`config.mk`:
```
export PLATFORM = sky130hd
export DESIGN_NAME = serial_boot_loader
export DESIGN_NICKNAME = d
export VERILOG_FILES = /design/src/rtl/cfg_loader_pkg.sv /design/src/rtl/cfgl_rise_detect.sv /design/src/rtl/cfgl_clk_gen.sv /design/src/rtl/cfgl_word_packer.sv /design/src/rtl/serial_boot_loader.sv
export SDC_FILE = /design/constraint.sdc
export NUM_CORES = 1
export LEC_CHECK = 0
export CELL_PAD_IN_SITES_DETAIL_PLACEMENT = 0
export CELL_PAD_IN_SITES_GLOBAL_PLACEMENT = 2
export CORE_ASPECT_RATIO = 1.5
export CORE_MARGIN = 2
export CORE_UTILIZATION = 30
export DETAILED_ROUTE_END_ITERATION = 10
export GPL_TIMING_DRIVEN = 0
export PLACE_DENSITY = 0.7
export RECOVER_POWER = 25
export SLEW_MARGIN = 15
export SYNTH_ARGS = -nofsm -noshare
export SYNTH_HDL_FRONTEND = slang
export SYNTH_SLANG_ARGS = --single-unit
```
`constraint.sdc`:
```
create_clock -name clk -period 2 [get_ports clk]
set_input_delay 0.6 -clock clk [delete_from_list [all_inputs] [get_ports clk]]
set_output_delay 0.6 -clock clk [all_outputs]
set_load 0.01 [all_outputs]
```
`src/rtl/cfg_loader_pkg.sv`:
```
package cfg_loader_pkg;

    typedef enum logic [1:0] {
        LD_IDLE  = 2'd0,
        LD_SETUP = 2'd1,
        LD_SHIFT = 2'd2
    } ld_state_e;

endpackage

```
`src/rtl/cfgl_rise_detect.sv`:
```
module cfgl_rise_detect #(
    parameter int SYNC_STAGES = 2
) (
    input  logic clk,
    input  logic rst_n,
    input  logic async_i,
    output logic rise_o
);

    typedef struct packed {
        logic [SYNC_STAGES-1:0] sync;
        logic                   prev;
    } rd_reg_t;

    rd_reg_t d, q;

    always_comb begin
        d      = q;
        d.sync = {q.sync[SYNC_STAGES-2:0], async_i};
        d.prev = q.sync[SYNC_STAGES-1];
    end

    always_ff @(posedge clk or negedge rst_n) begin
        if (!rst_n) q <= '0;
        else        q <= d;
    end

    assign rise_o = q.sync[SYNC_STAGES-1] & ~q.prev;


    rise_single_chk: assert property (@(posedge clk) disable iff (!rst_n)
        rise_o |=> !rise_o);

endmodule

```
`src/rtl/cfgl_clk_gen.sv`:
```
module cfgl_clk_gen #(
    parameter int HALF_PERIOD = 4
) (
    input  logic clk,
    input  logic rst_n,
    input  logic run_i,
    output logic ser_clk_o,
    output logic sample_tick_o,
    output logic fall_tick_o
);

    localparam int CNT_W = (HALF_PERIOD > 1) ? $clog2(HALF_PERIOD) : 1;
    localparam logic [CNT_W-1:0] CNT_LAST = CNT_W'(HALF_PERIOD - 1);

    typedef struct packed {
        logic [CNT_W-1:0] cnt;
        logic             sclk;
    } cg_reg_t;

    cg_reg_t d, q;
    logic    at_last;

    assign at_last = (q.cnt == CNT_LAST);

    always_comb begin
        d = q;
        if (!run_i) begin
            d.cnt  = '0;
            d.sclk = 1'b0;
        end else if (at_last) begin
            d.cnt  = '0;
            d.sclk = ~q.sclk;
        end else begin
            d.cnt = q.cnt + 1'b1;
        end
    end

    always_ff @(posedge clk or negedge rst_n) begin
        if (!rst_n) q <= '0;
        else        q <= d;
    end

    assign ser_clk_o     = q.sclk;
    assign sample_tick_o = run_i & ~q.sclk & at_last;
    assign fall_tick_o   = run_i &  q.sclk & at_last;


    phase_hold_chk: assert property (@(posedge clk) disable iff (!rst_n)
        (run_i && !at_last) |=> $stable(q.sclk));


    parked_low_chk: assert property (@(posedge clk) disable iff (!rst_n)
        !run_i |=> !ser_clk_o);

endmodule

```
`src/rtl/cfgl_word_packer.sv`:
```
module cfgl_word_packer #(
    parameter int WORD_BITS = 8
) (
    input  logic                 clk,
    input  logic                 rst_n,
    input  logic                 clear_i,
    input  logic                 bit_vld_i,
    input  logic                 bit_i,
    input  logic                 bit_last_i,
    output logic [WORD_BITS-1:0] word_o,
    output logic                 word_vld_o
);

    localparam int CW = (WORD_BITS > 1) ? $clog2(WORD_BITS) : 1;
    localparam logic [CW-1:0] POS_TOP = CW'(WORD_BITS - 1);

    typedef struct packed {
        logic [WORD_BITS-1:0] sh;
        logic [CW-1:0]        cnt;
        logic [WORD_BITS-1:0] word;
        logic                 vld;
    } wp_reg_t;

    wp_reg_t              d, q;
    logic [WORD_BITS-1:0] nxt;

    assign nxt = {q.sh[WORD_BITS-2:0], bit_i};

    always_comb begin
        d     = q;
        d.vld = 1'b0;
        if (clear_i) begin
            d.cnt = '0;
        end else if (bit_vld_i) begin
            if (q.cnt == POS_TOP) begin
                d.word = nxt;
                d.vld  = 1'b1;
                d.cnt  = '0;
            end else if (bit_last_i) begin
                d.word = nxt << (POS_TOP - q.cnt);
                d.vld  = 1'b1;
                d.cnt  = '0;
            end else begin
                d.sh  = nxt;
                d.cnt = q.cnt + 1'b1;
            end
        end
    end

    always_ff @(posedge clk or negedge rst_n) begin
        if (!rst_n) q <= '0;
        else        q <= d;
    end

    assign word_o     = q.word;
    assign word_vld_o = q.vld;


    vld_pulse_chk: assert property (@(posedge clk) disable iff (!rst_n)
        word_vld_o |=> !word_vld_o);


    vld_cause_chk: assert property (@(posedge clk) disable iff (!rst_n)
        word_vld_o |-> $past(bit_vld_i));

endmodule

```
`src/rtl/serial_boot_loader.sv`:
```
module serial_boot_loader
    import cfg_loader_pkg::*;
#(
    parameter int STREAM_BITS = 64,
    parameter int WORD_BITS   = 8,
    parameter int HALF_PERIOD = 4,
    parameter int SYNC_STAGES = 2
) (
    input  logic                 clk,
    input  logic                 rst_n,
    input  logic                 boot_sel_i,
    input  logic                 load_req_i,
    input  logic                 ser_din_i,
    output logic                 ser_clk_o,
    output logic                 prom_en_n_o,
    output logic                 prom_clr_o,
    output logic                 load_done_o,
    output logic [WORD_BITS-1:0] cfg_word_o,
    output logic                 cfg_word_vld_o
);

    localparam int BCW = $clog2(STREAM_BITS + 1);
    localparam logic [BCW-1:0] LAST_BIT = BCW'(STREAM_BITS - 1);

    typedef struct packed {
        ld_state_e      state;
        logic [BCW-1:0] bit_cnt;
        logic           last;
        logic           done;
        logic           drive_low;
    } ld_reg_t;

    ld_reg_t d, q;
    logic    req_rise;
    logic    sample_tick;
    logic    fall_tick;
    logic    start;
    logic    running;

    cfgl_rise_detect #(.SYNC_STAGES(SYNC_STAGES)) u_rise (
        .clk     (clk),
        .rst_n   (rst_n),
        .async_i (load_req_i),
        .rise_o  (req_rise)
    );

    assign running = (q.state == LD_SHIFT);
    assign start   = (q.state == LD_IDLE) && req_rise && boot_sel_i;

    cfgl_clk_gen #(.HALF_PERIOD(HALF_PERIOD)) u_clk (
        .clk           (clk),
        .rst_n         (rst_n),
        .run_i         (running),
        .ser_clk_o     (ser_clk_o),
        .sample_tick_o (sample_tick),
        .fall_tick_o   (fall_tick)
    );

    cfgl_word_packer #(.WORD_BITS(WORD_BITS)) u_pack (
        .clk        (clk),
        .rst_n      (rst_n),
        .clear_i    (start),
        .bit_vld_i  (sample_tick),
        .bit_i      (ser_din_i),
        .bit_last_i (q.bit_cnt == LAST_BIT),
        .word_o     (cfg_word_o),
        .word_vld_o (cfg_word_vld_o)
    );

    always_comb begin
        d = q;
        unique case (q.state)
            LD_IDLE: begin
                if (start) begin
                    d.state     = LD_SETUP;
                    d.drive_low = 1'b1;
                    d.done      = 1'b0;
                    d.bit_cnt   = '0;
                    d.last      = 1'b0;
                end
            end
            LD_SETUP: begin
                d.state = LD_SHIFT;
            end
            LD_SHIFT: begin
                if (sample_tick) begin
                    d.bit_cnt = q.bit_cnt + 1'b1;
                    if (q.bit_cnt == LAST_BIT) d.last = 1'b1;
                end
                if (fall_tick && q.last) begin
                    d.state     = LD_IDLE;
                    d.drive_low = 1'b0;
                    d.done      = 1'b1;
                end
            end
            default: d.state = LD_IDLE;
        endcase
    end

    always_ff @(posedge clk or negedge rst_n) begin
        if (!rst_n) q <= '0;
        else        q <= d;
    end

    assign prom_en_n_o = ~q.drive_low;
    assign prom_clr_o  = ~q.drive_low;
    assign load_done_o = q.done;


    strobe_first_chk: assert property (@(posedge clk) disable iff (!rst_n)
        $rose(ser_clk_o) |-> (!prom_en_n_o && !prom_clr_o));


    done_release_chk: assert property (@(posedge clk) disable iff (!rst_n)
        load_done_o |-> (prom_en_n_o && prom_clr_o && !ser_clk_o));


    no_restart_chk: assert property (@(posedge clk) disable iff (!rst_n)
        (q.state == LD_SHIFT) |=> (q.state != LD_SETUP));


    bit_bound_chk: assert property (@(posedge clk) disable iff (!rst_n)
        q.bit_cnt <= BCW'(STREAM_BITS));

endmodule

```
==> results of run 1 <==
power by group through the flow:
stage / registers, mW / clock network, mW / logic (mW)
CTS: 0.931 / 0.803 / 0.397
detailed placement: 0.946 / 0 / 0.396
finish: 0.941 / 0.774 / 0.406
floorplan: 0.916 / 0 / 0.289
global route: 0.958 / 0.837 / 0.457
global placement: 0.944 / 0 / 0.373
worst reg2reg max path: stages, from the launching register on:
cell and delay (ns):
dfrtp_1 0.42, ha_4 0.18, nand4bb_1 0.12, buf_4 0.20
or3_4 0.42, a2111o_1 0.36, o221a_2 0.13
registers in the layout, indices dropped and copies added, names as in the netlist:
register	cells
u_pack.word_o	8
u_rise.d	2
u_clk.q	2
u_pack.nxt	7
u_rise.q	1
load_done_o	1
u_clk.ser_clk_o	1
q	11
u_pack.word_vld_o	1
u_pack.q	3
cells in the final DEF (no fill, tap or decap), types with 4 or more instances in the layout:
cell              n
clkbuf_1          4
nor3_1            4
clkbuf_8          5
a21oi_1           6
inv_1             6
dfrtp_1          37
mux2_2           10
nor2_1           12
clkdlybuf4s50_1  14
buf_4            11
mux2i_1          10
nand2_1          11
cell usage after synthesis, types with 3 or more instances:
cell type  number
dfrtp_1        37
nor2_1         12
nand2_1        11
mux2_2         10
mux2i_1        10
buf_4           9
a21oi_1         6
inv_1           6
buf_2           4
clkbuf_1        4
ha_1            4
nor3_1          4
o21ai_0         4
and2_1          3
and3_1          3
xnor2_1         3
xor2_1          3
final cells by class:
class                   count  area (µm²)  share of cell area, %
plain buffers              18         118                   5.02
clock buffers               5        68.8                   2.93
clock inverters             3        65.1                   2.77
inverters                   6        22.5                  0.961
multi-input cells         112         875                   37.3
flip-flops and latches     37         926                   39.5
well taps                  74        92.6                   3.95
repair buffers             19         178                   7.58
worst paths after layout:
kind                       slack [ns]  depth (start not counted)   startpoint               end
max in group asynchronous        0.52                          2        rst_n  u_pack.word_o[7]
max reg2reg                      0.06                          6   u_clk.q[1]  u_pack.word_o[4]
min                              0.36                          0  u_rise.d[2]       u_rise.d[0]
min in group asynchronous        0.44                          1        rst_n  u_pack.word_o[5]
min reg2reg                      0.36                          0  u_rise.d[2]       u_rise.d[0]
max                              0.06                          5    ser_din_i  u_pack.word_o[7]
logic make-up (layout without fill, tap and decap cells):
kind of cell	after synthesis	in the layout	synth area share (%)
AO/OA/AOI/OAI	27	27	10.1
XOR/XNOR	6	6	2.74
adder cells (fa/ha/maj)	4	4	2.61
buffers and inverters	24	51	7.12
flip-flops	37	37	48.3
multiplexers	23	23	14.2
AND/OR/NAND/NOR	52	52	14.8
stage by stage:
step | setup WS (ns) | cells | hold slack, ns
3_3_place_gp | -0.525 | 264 | 0.334
6_report | 0.0581 | 274 | 0.357
5_1_grt | 0.00560 | 274 | 0.387
4_1_cts | -0.0553 | 273 | 0.251
3_5_place_dp | -0.504 | 265 | 0.343
2_1_floorplan | 0.195 | 173 | 0.304
per-layer routing:
layer / vias up / part of all wire [%] / track usage (%)
li1: 668 / - / -
met1: 708 / 42 / 15.9
met2: 35 / 52 / 23.8
met3: 8 / 4.0 / 2.76
met4: 0 / 2.3 / 6.64
met5: - / 0 / 0
timing repair:
item,4_1_cts,5_1_grt
setup buffers,0,1
setup endpoints to repair,8,13
gates resized for setup,1,10
pin swaps,0,0
==> results.cfg, run 1 <==
[flow_run]
maxCapViolations = 0

[sta]
setup_tns_ns = 0
final_hold_viol_count = 0
period_minus_slack_ns = 1.94
slew_viol_final = 0
rsz0062_at_grt = no
slew_headroom_pct = 34.9
fmax_mhz = 515
fin_skew_ns = 0.00595
setup_viol = 0
min_period_over_period_pct = 97.1
worstMarginPinSlew_ns = 0.977

[yosys]
avgSynthCellArea_um2 = 11.1
yosysTopAreaCellShare_pct = 48.3
synth_area_leaders = dfrtp_1, mux2_2, mux2i_1
synth_cells = 173
synth_seq_cells = 37
synth-edff-count = 0
synth_sequential_area_ratio_pct = 48.3
yosysTopAreaCell = dfrtp_1
ys.flop_type = dfrtp_1
synthArstFlopShare_pct = 100
syn-cell-area_um2 = 1920
yosysWarnings = 0
syn_nets = 182
ys_types = 48

[floorplanning]
placementRows = 35
die-area_um2 = 7050
die_y_um = 102
die_w_um = 69.2
initial_core_util_pct = 31.0
coreArea_um2 = 6170
io_pins = 18

[grt]
grt_overflow = 0
grt_pass1_wl_mm = 7.50
grt_usage_pct = 13.6
grt_max_degree = 21
grt_pass1_vias = 1471
antenna_found_initial = 0

[layout]
design_area_um2 = 2340
drive_gt1_share_pct = 22.5
area_delta_synth_final_pct = 22.4
utilization_pct = 38.0
final_nets = 208
n_antenna_cell = 0
fillers = 604

[worst_setup_path]
max_stage_delay_ns = 0.50
critPathTopFamily = multiplexers
crit_chain = dlygate4sd2_1 > mux4_2 > or2_0 > a32o_1 > mux2_4
crit_arrival_ns = 2.12
cp-start-kind = input port
crit_type = input port to register
crit_slowest_cell = mux4_2
required_ns = 2.18
end_kind = register
path_buf_inv = 1
worstPathMaxFanout = 7

[clock_network]
cts_root_buffer = clkbuf_8
cts_buffer_depth = 2
cts_buffers = 5
cts_hold_buf = 0
clkTransAtPathRegs_ns = 0.08
cts_sinks = 37
cts_tree = built
clk_latency_ns = 0.29
htree_levels = 2

[route]
finalWirelength_mm = 4.38
drt.antenna.violating_nets = 0
drc_errors = 0
vias = 1419
first_pass_iters = 4
via_per_inst = 5.18
wire_per_inst_um = 16.0
first_iter_violations = 40

[power_and_ir_drop]
powerDensity_nw_per_um2 = 904
p_switching_uw = 573
p_sw_share_pct = 27.0
sequentialPowerShare_pct = 44.4
p_int_mw = 1.55
power_mw = 2.12
p_comb_share_pct = 19.1
peakVddDrop_uv = 437
clkPwrFrac_pct = 36.5
cellLeakagePower_nw = 1.01

[outcome]
status = completed

[place]
dpl.hpwl_mm = 3.24
gp_congestion = 0.843
io_buffer_count = 17
placed_area_um2 = 2200

[hold_path]
holdCritPathClass = register to register
Power figures use the tool's default switching activity.
==> run 2: changes to the inputs <==
--- a/config.mk
+++ b/config.mk
@@ -5,7 +5,7 @@
 export SDC_FILE = /design/constraint.sdc
 export NUM_CORES = 1
 export LEC_CHECK = 0
-export CELL_PAD_IN_SITES_DETAIL_PLACEMENT = 0
+export CELL_PAD_IN_SITES_DETAIL_PLACEMENT = 1
 export CELL_PAD_IN_SITES_GLOBAL_PLACEMENT = 2
 export CORE_ASPECT_RATIO = 1.5
 export CORE_MARGIN = 2
@@ -17,4 +17,5 @@
 export SLEW_MARGIN = 15
 export SYNTH_ARGS = -nofsm -noshare
 export SYNTH_HDL_FRONTEND = slang
+export SYNTH_HIERARCHICAL = 1
 export SYNTH_SLANG_ARGS = --single-unit
==> run 2 against run 1 <==
Worst setup slack improved by 0.040 ns. Critical endpoint is now u_pack/nxt[5]. Final area rose by 5.2%. Highest routed layer unchanged. Die area rose by 0.68%. Critical path depth rose by 2. Cell count rose by 4.4%. Synthesized cell count rose by 1.7%. Largest power group unchanged. Core utilization rose by 2.0 points.
==> results.cfg, run 2 <==
[yosys]
synth_most_common_cell = dfrtp_1
synthArstFlopShare_pct = 100
synth-edff-count = 0
synth_area_leaders = dfrtp_1, mux2i_1, buf_4
synth_sequential_area_ratio_pct = 48.0
yosysTopAreaCellShare_pct = 48.0
syn_nets = 185
ys.flop_type = dfrtp_1
avgSynthCellArea_um2 = 11.0
yosys-top-cells-count = dfrtp_1, nand2_1, nor2_1
synth_cells = 176
yosysTopAreaCell = dfrtp_1
yosysWarnings = 6
syn-cell-area_um2 = 1930
ys_types = 50
synth_seq_cells = 37

[hold_path]
holdCritPathClass = register to register

[route]
first_iter_violations = 26
wire_per_inst_um = 15.6
drt.antenna.violating_nets = 0
via_per_inst = 5.19
drc_errors = 0
vias = 1483
finalWirelength_mm = 4.47
first_pass_iters = 4

[sta]
period_minus_slack_ns = 1.90
rsz0062_at_grt = yes
fin_skew_ns = 0.0109
worstMarginPinSlew_ns = 1.06
setup_tns_ns = 0
min_period_over_period_pct = 95.1
final_hold_viol_count = 0
fmax_mhz = 526
setup_viol = 0
slew_viol_final = 0
slew_headroom_pct = 29.6

[floorplanning]
die-area_um2 = 7100
io_pins = 18
die_w_um = 69.5
coreArea_um2 = 6170
initial_core_util_pct = 31.2
die_y_um = 102
placementRows = 35

[layout]
drive_gt1_share_pct = 28.3
design_area_um2 = 2470
final_cell_mix = dfrtp_1, buf_4, nand2_1
layout_commonest_cell = dfrtp_1
final_nets = 220
n_antenna_cell = 0
top_register = q
finalNonFillerCells = 286
largest_reg_flops = 11
area_delta_synth_final_pct = 27.8

[place]
placedCellCount = 268
dpl.hpwl_mm = 3.31
placed_area_um2 = 2220
gp_congestion = 0.901
io_buffer_count = 17

[clock_network]
cts_root_buffer = clkbuf_8
cts_sinks = 37
cts_buffers = 5
clkTransAtPathRegs_ns = 0.08
cts_tree = built
cts_buffer_depth = 2
clk_latency_ns = 0.29
htree_levels = 2

[power_and_ir_drop]
peakVddDrop_uv = 577
power_mw = 2.10
cellLeakagePower_nw = 1.14
powerDensity_nw_per_um2 = 850

[worst_setup_path]
crit_type = register to register
worstPathMaxFanout = 8
required_ns = 2.18
crit_slowest_cell = dfrtp_2
crit_chain = nor2b_4 > nand2_1 > nor2_4 > nand2b_4 > nor3_4 > buf_12 > mux2_2
cp-start-kind = register
max_stage_delay_ns = 0.43
end_kind = register
crit_arrival_ns = 2.08
reg2reg_slack_ns = 0.1
critPathTopFamily = simple AND/OR/NAND/NOR gates
path_buf_inv = 1

[grt]
grt_overflow = 0
grt_usage_pct = 13.7
grt_pass1_vias = 1626
grt_max_degree = 20
grt_pass1_wl_mm = 7.61
antenna_found_initial = 0

[outcome]
status = completed

[flow_run]
maxCapViolations = 0
[run 2: cell count changes in the layout (fill, tap and decap cells not counted), moves of 3 or more]
| cell | before | now |
|---|---|---|
| clkbuf_1 | 4 | 1 |
| and3_1 | 3 | 0 |
| nand2_1 | 11 | 15 |
| nand3_1 | 1 | 6 |
| nand2b_1 | 2 | 5 |
| xnor2_1 | 3 | 0 |
| nor3_1 | 4 | 0 |
| buf_4 | 11 | 19 |
| mux2_2 | 10 | 6 |
[run 2: final cells by class]
cell class	instances	area [µm²]
Sequential cell	37	927
Inverter	7	28.8
Clock buffer	6	82.6
Timing Repair Buffer	29	269
Buffer	14	111
Tap cell	74	92.6
Clock inverter	2	37.5
Multi-Input combinational cell	117	917
Fill cell	678	3710
[run 2: timing repair]
item                                    4_1_cts  5_1_grt
endpoints found under the setup margin       23       15
buffers inserted                              4        7
resized for setup                            11        6
endpoints found under the hold margin         0        0
pin swaps                                     3        4
hold buffers                                  0        0
[run 2: per-stage QoR]
| stage | utilization, % | hold slack, ns | setup slack (ns) |
|---|---|---|---|
| after floorplan | - | 0.304 | 0.00840 |
| after global routing | 39.9 | 0.382 | -0.0143 |
| after CTS | 39.2 | 0.273 | 0.00819 |
| final | 39.9 | 0.354 | 0.0976 |
| after detailed placement | 35.9 | 0.340 | -0.767 |
| after global placement | 35.5 | 0.336 | -0.723 |
[run 2: where the power goes]
group / internal (mW) / switching, mW / leakage (nW)
sequential: 0.843 / 0.118 / 0.496
clock: 0.406 / 0.286 / 0.0574
combinational: 0.243 / 0.200 / 0.588
total: 1.49 / 0.605 / 1.14
[run 2: path summary, 6_finish.rpt]
check,start,end,cells past startpoint
max,q[11],u_pack/nxt[5],7
min,u_rise/d[2],u_rise/d[0],0
max reg2reg,q[11],u_pack/nxt[5],7
min reg2reg,u_rise/d[2],u_rise/d[0],0
max in group asynchronous,rst_n,q[11],2
min in group asynchronous,rst_n,u_pack/word_vld_o,1
[run 2: worst reg2reg max path, delay by kind of cell (launching register included)]
family                 cells  cell delay [ns]
DFF                        1             0.43
and+or+nand+nor            5             0.88
muxes                      1             0.33
buffers and inverters      1             0.16
[run 2: cell families (layout without fill, tap and decap cells)]
| group | count (synthesis) | count (layout) | share of synthesized area (%) |
|---|---|---|---|
| xor+xnor | 1 | 1 | 0.454 |
| fa+ha+maj | 4 | 4 | 2.59 |
| mux | 18 | 18 | 10.5 |
| compound gates | 33 | 33 | 12.3 |
| buf+inv | 22 | 58 | 7.00 |
| simple gates | 61 | 61 | 19.1 |
| flops | 37 | 37 | 48.0 |
[run 2: layer usage]
| metal | wire, µm | GRT usage (%) |
|---|---|---|
| met1 | 1640 | 13.7 |
| met2 | 2510 | 26.3 |
| met5 | 0 | 0 |
| met4 | 200 | 7.99 |
| met3 | 125 | 2.47 |
==> run 3: changes to the inputs <==
--- a/config.mk
+++ b/config.mk
@@ -13,7 +13,7 @@
 export DETAILED_ROUTE_END_ITERATION = 10
 export GPL_TIMING_DRIVEN = 0
 export PLACE_DENSITY = 0.7
-export RECOVER_POWER = 25
+export RECOVER_POWER = 50
 export SLEW_MARGIN = 15
 export SYNTH_ARGS = -nofsm -noshare
 export SYNTH_HDL_FRONTEND = slang
==> run 3 against run 2 <==
Clock power about the same. Core utilization is the same. Die area unchanged. Highest routed layer unchanged.
==> results.cfg, run 3 (same netlist as run 2, synthesis figures left out) <==
[grt]
grt_usage_pct = 13.7
grt_pass1_vias = 1626
antenna_found_initial = 0
grt_max_degree = 20
grt_overflow = 0
grt_pass1_wl_mm = 7.61

[route]
first_pass_iters = 4
drt.antenna.violating_nets = 0
vias = 1483
wire_per_inst_um = 15.6
finalWirelength_mm = 4.47
drc_errors = 0
via_per_inst = 5.19
first_iter_violations = 26

[sta]
setup_viol = 0
final_hold_viol_count = 0
fin_skew_ns = 0.0109
min_period_over_period_pct = 95.2
rsz0062_at_grt = yes
period_minus_slack_ns = 1.90
worstMarginPinSlew_ns = 1.06
slew_viol_final = 0
whs_ns = 0.354
fmax_mhz = 525
fin_ws_ns = 0.0970
slew_headroom_pct = 29.6

[layout]
final_cell_mix = dfrtp_1, buf_4, nand2_1
drive_gt1_share_pct = 28.3
fillers = 678
layout_commonest_cell = dfrtp_1
top_register = q
utilization_pct = 39.9
final_nets = 220
largest_reg_flops = 11
design_area_um2 = 2470
area_delta_synth_final_pct = 27.8
n_antenna_cell = 0

[clock_network]
clkTransAtPathRegs_ns = 0.08
cts_tree = built
cts_sinks = 37
cts_root_buffer = clkbuf_8
cts_buffer_depth = 2
cts_buffers = 5
clk_latency_ns = 0.29
htree_levels = 2

[worst_setup_path]
worstPathMaxFanout = 8
required_ns = 2.18
cp-start-kind = register
end_kind = register
crit_arrival_ns = 2.08
crit_type = register to register

[place]
io_buffer_count = 17
gp_congestion = 0.901
dpl.hpwl_mm = 3.31
dp_slack_ns = -0.767
placed_area_um2 = 2220

[hold_path]
holdCritPathClass = register to register

[floorplanning]
placementRows = 35
die_w_um = 69.5
initial_core_util_pct = 31.2
coreArea_um2 = 6170
die-area_um2 = 7100
io_pins = 18
die_y_um = 102

[power_and_ir_drop]
peakVddDrop_uv = 575
cellLeakagePower_nw = 1.14
powerDensity_nw_per_um2 = 850

[outcome]
status = completed

[flow_run]
maxCapViolations = 0
==> run 3: cell count changes in the layout (fill, tap and decap cells not counted), sizes merged <==
cell           previous run  this run
dlygate4sd3               0         1
clkdlybuf4s50            14        13
==> run 3: layout make-up <==
cell class                 instances  area (µm²)  area share, %
buffer                            14         111           4.52
clock buffer                       6        82.6           3.35
clock inverter                     2        37.5           1.52
inverter                           7        28.8           1.17
multi-input combinational        117         917           37.2
sequential                        37         927           37.6
tap                               74        92.6           3.75
timing repair buffer              29         269           10.9
==> run 3: final timing paths <==
kind / start / endpoint / slack [ns] / depth (start not counted)
max reg2reg: q[11] / u_pack/nxt[5] / 0.1 / 7
min in group asynchronous: rst_n / u_pack/word_vld_o / 0.46 / 1
min reg2reg: u_rise/d[2] / u_rise/d[0] / 0.35 / 0
min: u_rise/d[2] / u_rise/d[0] / 0.35 / 0
max in group asynchronous: rst_n / q[11] / 0.44 / 2
max: q[11] / u_pack/nxt[5] / 0.1 / 7
==> run 3: report_power, final <==
part / total [mW] / internal (mW) / switching (mW)
clock: 0.692 / 0.406 / 0.286
sequential: 0.961 / 0.843 / 0.118
combinational: 0.442 / 0.242 / 0.200
==> run 3: per-layer routing <==
metal  vias up  wire [µm]  track usage, %
li1        694          -               -
met1       747       1640            13.7
met2        28       2510            26.3
met3        14        125            2.47
met4         0        200            7.99
met5         -          0               0
==> run 3: timing repair <==
item / 4_1_cts / 5_1_grt
setup endpoints to repair: 23 / 15
buffers inserted: 4 / 7
hold buffers: 0 / 0
resized for setup: 11 / 6
pin swaps: 3 / 4
==> run 3: through the flow <==
stage | setup TNS [ns] | total power, mW | cells
after floorplan | 0 | 1.19 | 176
after global placement | -30.82 | 1.30 | 267
after detailed placement | -11.82 | 1.33 | 268
after CTS | 0 | 2.07 | 279
after global routing | -0.0143 | 2.21 | 286
final | 0 | 2.10 | 286
==> run 3: worst max-delay path, cell delays in order (launching register included) <==
cell and delay, ns:
dfrtp_2 0.43, nor2b_4 0.20, nand2_1 0.10, nor2_4 0.21, nand2b_4 0.11, nor3_4 0.23
buf_12 0.16, mux2_2 0.33
